### config.mk
export PLATFORM = sky130hd
export DESIGN_NAME = psa_top
export DESIGN_NICKNAME = d
export VERILOG_FILES = /design/src/rtl/psa_pkg.sv /design/src/rtl/psa_carry_chain.sv /design/src/rtl/psa_clamp.sv /design/src/rtl/psa_top.sv
export SDC_FILE = /design/constraint.sdc
export NUM_CORES = 1
export LEC_CHECK = 0
export ABC_AREA = 1
export CORE_UTILIZATION = 45
export CTS_BUF_LIST = sky130_fd_sc_hd__clkbuf_8 sky130_fd_sc_hd__clkbuf_16
export DETAILED_ROUTE_END_ITERATION = 8
export PLACE_DENSITY = 0.78
export SKIP_CTS_REPAIR_TIMING = 1
export SYNTH_ARGS = -nofsm -noshare
export SYNTH_HDL_FRONTEND = slang
export SYNTH_HIERARCHICAL = 1
export SYNTH_SLANG_ARGS = --single-unit
### constraint.sdc
create_clock -name clk -period 23.4 [get_ports clk]
set_input_delay 2.34 -clock clk [delete_from_list [all_inputs] [get_ports clk]]
set_output_delay 2.34 -clock clk [all_outputs]
set_load 0.02 [all_outputs]
### src/rtl/psa_pkg.sv
package psa_pkg;
    localparam int DATA_W     = 64;
    localparam int SLICE_W    = 8;
    localparam int NUM_SLICES = DATA_W / SLICE_W;
    localparam int IDX_W      = $clog2(NUM_SLICES);
    localparam int MODE_W     = 2;

    typedef enum logic {
        ST_IDLE = 1'b0,
        ST_EMIT = 1'b1
    } psa_state_e;
endpackage

### src/rtl/psa_carry_chain.sv
module psa_carry_chain
    import psa_pkg::*;
#(
    parameter int SW = SLICE_W,
    parameter int NS = NUM_SLICES,
    parameter int IW = IDX_W,
    parameter int MW = MODE_W
) (
    input  logic [SW*NS-1:0] op_a,
    input  logic [SW*NS-1:0] op_b,
    input  logic [MW-1:0]    lane_mode,
    output logic [SW*NS-1:0] slice_sum,
    output logic [NS-1:0]    slice_cout
);
    logic [IW-1:0] span_mask;
    logic [NS-1:0] cin;

    always_comb span_mask = IW'((32'd1 << lane_mode) - 32'd1);

    for (genvar i = 0; i < NS; i++) begin : g_slice
        logic [SW:0] wide;
        if (i == 0) begin : g_first
            assign cin[i] = 1'b0;
        end else begin : g_rest
            // a slice that begins a lane takes no carry from below
            assign cin[i] = ((IW'(i) & span_mask) == '0) ? 1'b0 : slice_cout[i-1];
        end
        assign wide = {1'b0, op_a[i*SW +: SW]} + {1'b0, op_b[i*SW +: SW]} + {{SW{1'b0}}, cin[i]};
        assign slice_sum[i*SW +: SW] = wide[SW-1:0];
        assign slice_cout[i] = wide[SW];

        // in byte mode every slice is exactly its own byte sum
        always_comb begin
            if (lane_mode == '0)
                a_r3_no_cross: assert (slice_sum[i*SW +: SW] == SW'(op_a[i*SW +: SW] + op_b[i*SW +: SW]));
        end
    end
endmodule

### src/rtl/psa_clamp.sv
module psa_clamp
    import psa_pkg::*;
#(
    parameter int SW = SLICE_W,
    parameter int NS = NUM_SLICES,
    parameter int IW = IDX_W,
    parameter int MW = MODE_W
) (
    input  logic [SW*NS-1:0] slice_sum,
    input  logic [NS-1:0]    slice_cout,
    input  logic [MW-1:0]    lane_mode,
    input  logic             sat_en,
    output logic [SW*NS-1:0] lane_out
);
    logic [IW-1:0] span_mask;

    always_comb span_mask = IW'((32'd1 << lane_mode) - 32'd1);

    for (genvar i = 0; i < NS; i++) begin : g_slice
        logic [IW-1:0] top_idx;
        logic          lane_ovf;
        assign top_idx  = IW'(i) | span_mask;
        assign lane_ovf = slice_cout[top_idx];
        assign lane_out[i*SW +: SW] = (sat_en && lane_ovf) ? {SW{1'b1}} : slice_sum[i*SW +: SW];

        always_comb begin
            // a saturating lane with a carry-out is all ones
            if (sat_en && slice_cout[top_idx])
                a_r5_sat_ones: assert (&lane_out[i*SW +: SW]);
            // wrap mode passes the truncated sum unchanged
            if (sat_en == 1'b0)
                a_r4_wrap_pass: assert (lane_out[i*SW +: SW] == slice_sum[i*SW +: SW]);
        end
    end
endmodule

### src/rtl/psa_top.sv
module psa_top
    import psa_pkg::*;
(
    input  logic                clk,
    input  logic                rst,
    input  logic                in_valid,
    input  logic [MODE_W-1:0]   lane_mode,
    input  logic                sat_en,
    input  logic [DATA_W-1:0]   dst_in,
    input  logic [DATA_W-1:0]   src_in,
    output logic                out_valid,
    output logic [DATA_W-1:0]   result
);
    psa_state_e             state_q, state_d;
    logic [DATA_W-1:0]      sum_w;
    logic [NUM_SLICES-1:0]  cout_w;
    logic [DATA_W-1:0]      lane_w;
    logic [DATA_W-1:0]      result_q;

    psa_carry_chain u_chain (
        .op_a       (dst_in),
        .op_b       (src_in),
        .lane_mode  (lane_mode),
        .slice_sum  (sum_w),
        .slice_cout (cout_w)
    );

    psa_clamp u_clamp (
        .slice_sum  (sum_w),
        .slice_cout (cout_w),
        .lane_mode  (lane_mode),
        .sat_en     (sat_en),
        .lane_out   (lane_w)
    );

    always_comb begin
        state_d = state_q;
        unique case (state_q)
            ST_IDLE: state_d = in_valid ? ST_EMIT : ST_IDLE;
            ST_EMIT: state_d = in_valid ? ST_EMIT : ST_IDLE;
            default: state_d = ST_IDLE;
        endcase
    end

    always_ff @(posedge clk) begin
        if (rst) state_q <= ST_IDLE;
        else     state_q <= state_d;
    end

    always_ff @(posedge clk) begin
        if (rst)           result_q <= '0;
        else if (in_valid) result_q <= lane_w;
    end

    assign out_valid = (state_q == ST_EMIT);
    assign result    = result_q;

    // reset drops out_valid
    a_r1_reset_idle: assert property (@(posedge clk) rst |=> !out_valid);
    // accepted operands yield a valid result next cycle
    a_r8_emit_next: assert property (@(posedge clk) disable iff (rst) in_valid |=> out_valid);
    // no input means no result and a held value
    a_r9_idle_hold: assert property (@(posedge clk) disable iff (rst)
        !in_valid |=> (!out_valid && $stable(result)));
endmodule

==> reports/results.tsv, run 1 <==
stage	metric	value	unit
timing	setup clock skew after layout	0	ns
cts	clock insertion delay at the later pin of the skew report	0.33	ns
final_layout	share of final-layout standard cells stronger than drive strength 1	2.60	%
floorplan	die outline width	121	µm
synth	average footprint of a synthesized cell	5.74	µm²
final_layout	post-layout utilization of the core	63.2	%
power	internal portion of total power	299	µW
timing	Final TNS setup	0	ns
power	total power divided by cell area	52.6	nW/µm²
run	maximum capacitance violations	0	
detailed_routing	1st-pass router iterations	5	
setup_path	critical path peak fanout	10	
global_routing	vias in the first global route	5795	
setup_path	Data required, critical path	23.67	ns
synth	Seq cells post-synth	65	
detailed_routing	ANT nets after route	0	
setup_path	category of the critical setup timing path	in -> reg	
timing	timing-limited maximum frequency	75.1	MHz
setup_path	crit path DAT	13.58	ns
worst_hold_path	hold crit path type	reg -> reg	
cts	TritonCTS buffer count	9	
synth	Primary FF master, synth	dfxtp_1	
synth	Synth warnings	6	
floorplan	total number of placement rows	43	
setup_path	Critical Path Most Common Cell	nand2_1	
final_layout	Synth-to-Final Area Change	36.9	%
setup_path	slowest cell delay on critical path	0.46	ns
cts	deepest level of the CTS H-tree	3	
global_routing	number of antenna violations at the first check in global routing	0	
place	final RePlAce weighted congestion	0.886	
setup_path	Worst Setup End Kind	flip-flop	
cts	post-CTS clock slew at the launch and capture registers of the worst setup and hold paths	0.06	ns
timing	hold violation total from the final report	0	
synth	post-synthesis net count	1322	
timing	part of the cycle the worst path needs	56.9	%
global_routing	maximum number of pins on one net before global-route repair	66	
power	P_sw	162	µW
cts	cell at the root of the clock tree	clkbuf_16	
synth	number of cells produced by synthesis	1116	
detailed_routing	starting DRC count in detailed routing	337	
timing	final setup violation count	0	
synth	post-synthesis cell type count	26	
synth	cell type with the highest aggregate area in the netlist	nand2_1	
synth	share of synthesized area occupied by flip-flops and latches	20.3	%
cts	maximum count of clock buffers along a single path	2	
detailed_routing	post-detailed-route via-to-cell ratio	4.49	
global_routing	aggregate global routing overflow	0	
synth	most frequent cell after synthesis	nand2_1	
floorplan	area of the placeable core	13900	µm²
synth	leading cell types by total area after synthesis	nand2_1 (23%), dfxtp_1 (20%), inv_1 (15%), ha_1 (11%), nor2_1 (9.1%)	
final_layout	number of nets in the final layout	1511	
cts	TritonCTS clock tree	yes	
global_routing	overall track demand over capacity in global routing	21.9	%
timing	Max Slew Vio Count	0	
worst_hold_path	Endpoint, Worst Hold	result[7]	
global_routing	global-route wire length before repair	25700	µm
power	sw frac	35.2	%
synth	number of enable-type register cells in the synthesized netlist	0	
final_layout	fill cell total of the finished layout	1344	
place	DP HPWL	12500	µm
synth	fraction of post-synthesis cell area in the top cell type by area	23.3	%
timing	transition time at the pin with the least slew margin	1.13	ns
place	number of buffers inserted by port buffering	198	
detailed_routing	routed length per instance	10.7	µm
run_status	run status	complete, no violations	
timing	Relative slew margins	24.5	%
floorplan	initial core utilization	46.1	%
timing	unrepaired setup endpoints after global routing	no	
worst_hold_path	instance count along the most critical hold path	2	
setup_path	Crit Reg-Reg Endpoint	result[48]	
final_layout	diode count	0	
final_layout	footprint of the multi-input gates	3970	µm²
power	sequential group share of total power	27.8	%
power	logic gate share of total power	42.5	%
detailed_routing	number of design rule violations left after detail routing	0	
setup_path	launching point of the worst reg2reg path	result[48]	
detailed_routing	final wirelength	15900	µm
power	Peak VDD IR	0.0373	mV
setup_path	number of cell instances on the worst register-to-register path	2	
setup_path	Critical Path Start Type	input port	
setup_path	Max stage delay cell, worst path	clkdlybuf4s50_1	
floorplan	area of the die	14700	µm²
synth	post-synth design cell area	6400	µm²
worst_hold_path	worst min-delay path startpoint	result[7]	
power	Leak	0.00522	µW
detailed_routing	via count	6683	
power	part of the power in the clock network	29.7	%
final_layout	filler-free cell count of the finished design	1489	
setup_path	R2R Setup Slk	22.80	ns
synth	most numerous cell types in the synthesized netlist	nand2_1 (398), inv_1 (263), nor2_1 (156), dfxtp_1 (65), ha_1 (57)	
final_layout	Sequential Area	1300	µm²
synth	Post-synth ARST share	0	%
setup_path	CP Launch Point	dst_in[0]	
floorplan	number of placed I/O pins	199	
cts	clock sinks	65	
timing	post-route minimum period	13.31	ns
floorplan	vertical die dimension	121	µm
place	Cells after DPL	1474	
metrics by stage:
stage,worst slack [ns],hold WS [ns],total power [µW],cell area (µm²)
finish,10.09,0.468,461,8770
global route,9.05,0.485,496,8770
CTS,10.01,0.469,466,8770
detailed placement,9.73,0.462,326,8470
global placement,10.11,0.457,323,8470
floorplan,11.24,0.544,259,6400
sequential cells by signal, indices dropped and copies added, names as in the netlist:
register   flops
result        64
out_valid      1
how the worst max path moves through the flow:
| stage | depth (start not counted) | end |
|---|---|---|
| after detailed placement | 72 | result[33] |
| after global routing | 72 | result[36] |
| after CTS | 72 | result[39] |
| after floorplan | 69 | result[32] |
| final | 72 | result[39] |
| after global placement | 72 | result[37] |
placed cells by master, fill, tap and decap left out, types with 12 or more instances in the layout:
master	synthesis	layout
a21oi_1	34	34
clkdlybuf4s50_1	0	197
dfxtp_1	65	65
fa_1	15	15
ha_1	57	57
inv_1	263	264
nand2_1	398	398
nand3_1	51	51
nor2_1	156	156
xnor2_1	12	12
xor2_1	12	12
critical path, delay by kind of cell:
| family | cells | cell delay [ns] |
|---|---|---|
| fa+ha+maj | 16 | 6.19 |
| simple gates | 47 | 4.02 |
| buf+inv | 9 | 1.02 |
cell families (layout without fill, tap and decap cells):
logic type	Yosys count	count (layout)	synth area share [%]
AND/OR/NAND/NOR	634	634	39.9
buffers and inverters	285	478	17.7
adder cells (fa/ha/maj)	72	72	15.8
flip-flops	65	65	20.3
AO/OA/AOI/OAI	36	36	2.93
XOR/XNOR	24	24	3.28
per-layer routing:
| metal | vias up | share of wire, % | track usage (%) |
|---|---|---|---|
| met5 | - | 0 | 0 |
| met4 | 0 | 1.9 | 7.56 |
| met3 | 21 | 5.3 | 3.76 |
| met2 | 186 | 47 | 38.0 |
| met1 | 2860 | 46 | 27.0 |
| li1 | 3616 | - | - |
final cells by class:
type,count,area share [%]
clock buffers,11,2.88
clock inverters,4,0.500
inverters,264,11.3
multi-input cells,766,45.2
flip-flops and latches,65,14.8
well taps,180,2.57
repair buffers,199,22.7
power by group through the flow:
stage / registers, µW / clock network [µW] / logic (µW)
after floorplan: 144 / 0 / 115
after global placement: 130 / 0 / 192
after detailed placement: 131 / 0 / 195
after CTS: 128 / 141 / 197
after global routing: 130 / 144 / 222
final: 128 / 137 / 196
(Power assumes the default switching activity.)
==> run 2, diff against run 1 <==
- CORE_UTILIZATION: 45 -> 44
- PLACE_DENSITY: 0.78 -> 0.79
- clock period: 23.4 -> 11.6 ns (I/O delays scaled with it)
==> reports/results.tsv, run 2 (synthesized netlist as in run 1, its figures left out) <==
stage	metric	value	unit
run_status	run status	complete, no violations	
setup_path	slowest cell delay on critical path	0.46	ns
setup_path	R2R Setup Slk	11.01	ns
global_routing	overall track demand over capacity in global routing	22.0	%
setup_path	Max stage delay cell, worst path	clkdlybuf4s50_1	
cts	TritonCTS buffer count	9	
global_routing	number of antenna violations at the first check in global routing	0	
final_layout	highest-count cells in the layout ignoring fill and taps	nand2_1 (381), inv_1 (262), clkdlybuf4s50_1 (197)	
detailed_routing	1st-pass router iterations	5	
setup_path	critical path peak fanout	8	
floorplan	total number of placement rows	43	
power	total power divided by cell area	103	nW/µm²
final_layout	design area	9190	µm²
timing	Max Slew Vio Count	0	
setup_path	Critical Path Most Common Cell	nand2_2	
cts	cell at the root of the clock tree	clkbuf_16	
timing	Final TNS setup	0	ns
timing	hold violation total from the final report	0	
final_layout	Sequential Area	1300	µm²
detailed_routing	ANT nets after route	0	
place	final RePlAce weighted congestion	0.865	
final_layout	share of final-layout standard cells stronger than drive strength 1	8.71	%
power	Peak VDD IR	0.0743	mV
final_layout	Synth-to-Final Area Change	43.5	%
cts	clock insertion delay at the later pin of the skew report	0.33	ns
place	Cell Area, Placed	8650	µm²
detailed_routing	routed length per instance	10.8	µm
timing	Relative slew margins	23.1	%
detailed_routing	final wirelength	16400	µm
cts	TritonCTS clock tree	yes	
setup_path	crit path DAT	11.30	ns
global_routing	maximum number of pins on one net before global-route repair	87	
setup_path	category of the critical setup timing path	in -> reg	
global_routing	vias in the first global route	6049	
global_routing	global-route wire length before repair	26400	µm
cts	clock sinks	65	
timing	final setup violation count	0	
place	DP HPWL	12700	µm
final_layout	most common cell after layout, fill and taps aside	nand2_1	
floorplan	area of the die	15000	µm²
cts	deepest level of the CTS H-tree	3	
global_routing	aggregate global routing overflow	0	
floorplan	number of placed I/O pins	199	
detailed_routing	via count	6777	
detailed_routing	starting DRC count in detailed routing	334	
timing	transition time at the pin with the least slew margin	1.15	ns
floorplan	area of the placeable core	14000	µm²
place	number of buffers inserted by port buffering	198	
final_layout	number of nets in the final layout	1546	
power	Leak	0.00541	µW
setup_path	Data required, critical path	11.87	ns
setup_path	Critical Path Start Type	input port	
cts	post-CTS clock slew at the launch and capture registers of the worst setup and hold paths	0.05	ns
floorplan	vertical die dimension	123	µm
detailed_routing	number of design rule violations left after detail routing	0	
floorplan	die outline width	123	µm
timing	setup clock skew after layout	0	ns
floorplan	initial core utilization	45.6	%
detailed_routing	post-detailed-route via-to-cell ratio	4.45	
final_layout	footprint of the multi-input gates	4140	µm²
final_layout	diode count	0	
timing	post-route minimum period	11.04	ns
final_layout	filler-free cell count of the finished design	1524	
cts	maximum count of clock buffers along a single path	2	
worst_hold_path	hold crit path type	reg -> reg	
setup_path	Worst Setup End Kind	flip-flop	
place	Cells after DPL	1498	
final_layout	fill cell total of the finished layout	1313	
run	maximum capacitance violations	0	
timing	timing-limited maximum frequency	90.6	MHz
final_layout	max reg flops	64	
timing	part of the cycle the worst path needs	95.1	%
[run 2: cell count changes in the layout (fill, tap and decap cells not counted), moves of 2 or more]
cell | previous run | this run
fa_1 | 15 | 0
nand3_1 | 51 | 39
ha_1 | 57 | 55
nand3_2 | 2 | 13
clkbuf_8 | 2 | 0
buf_4 | 2 | 37
inv_1 | 264 | 262
inv_2 | 1 | 4
fa_2 | 0 | 15
nand2_1 | 398 | 381
nand2_2 | 7 | 23
[run 2: stage by stage]
step	power [µW]	util [%]	hold WS, ns	setup WS [ns]
4_1_cts	937	63.6	0.471	-0.230
3_5_place_dp	669	61.6	0.463	-0.562
5_1_grt	1020	65.4	0.489	-0.168
2_1_floorplan	522	-	0.544	0.616
3_3_place_gp	661	61.6	0.457	-0.146
6_report	945	65.4	0.470	0.563
[run 2: power breakdown]
part | total [µW] | switching (µW) | internal [µW]
sequential | 259 | 12.0 | 247
combinational | 424 | 224 | 200
clock | 263 | 100 | 162
total | 945 | 336 | 609
[run 2: cell type report]
class / instances / area share [%]
Tap cell: 180 / 2.45
Multi-Input combinational cell: 766 / 45.1
Clock buffer: 9 / 2.45
Clock inverter: 6 / 0.572
Timing Repair Buffer: 234 / 24.5
Sequential cell: 65 / 14.2
Inverter: 264 / 10.8
[run 2: routing by layer]
| layer | wire length, µm | share of wire (%) | up-vias | global-route usage [%] |
|---|---|---|---|---|
| met2 | 8030 | 49 | 144 | 38.9 |
| met4 | 321 | 2.0 | 0 | 8.00 |
| met1 | 7250 | 44 | 2918 | 26.4 |
| li1 | - | - | 3692 | - |
| met5 | 0 | 0 | - | 0 |
| met3 | 825 | 5.0 | 23 | 4.23 |
[run 2: worst paths after layout]
kind | end | cells past startpoint | start
worst max register to register | result[16] | 2 | result[16]
worst min-delay path | result[7] | 2 | result[7]
worst max-delay path | result[47] | 70 | dst_in[6]
worst min register to register | result[7] | 2 | result[7]
[run 2: worst max-delay path, delay by kind of cell]
family / cells / cell delay, ns
adder cells (fa/ha/maj): 15 / 5.58
AND/OR/NAND/NOR: 45 / 3.46
buffers and inverters: 9 / 0.91
AO/OA/AOI/OAI: 1 / 0.14
==> run 3, diff against run 2 <==
- ABC_CLOCK_PERIOD_IN_PS: unset -> 11600
==> results of run 3 <==
No change in the layout: final DEF, timing and power equal those of run 2.
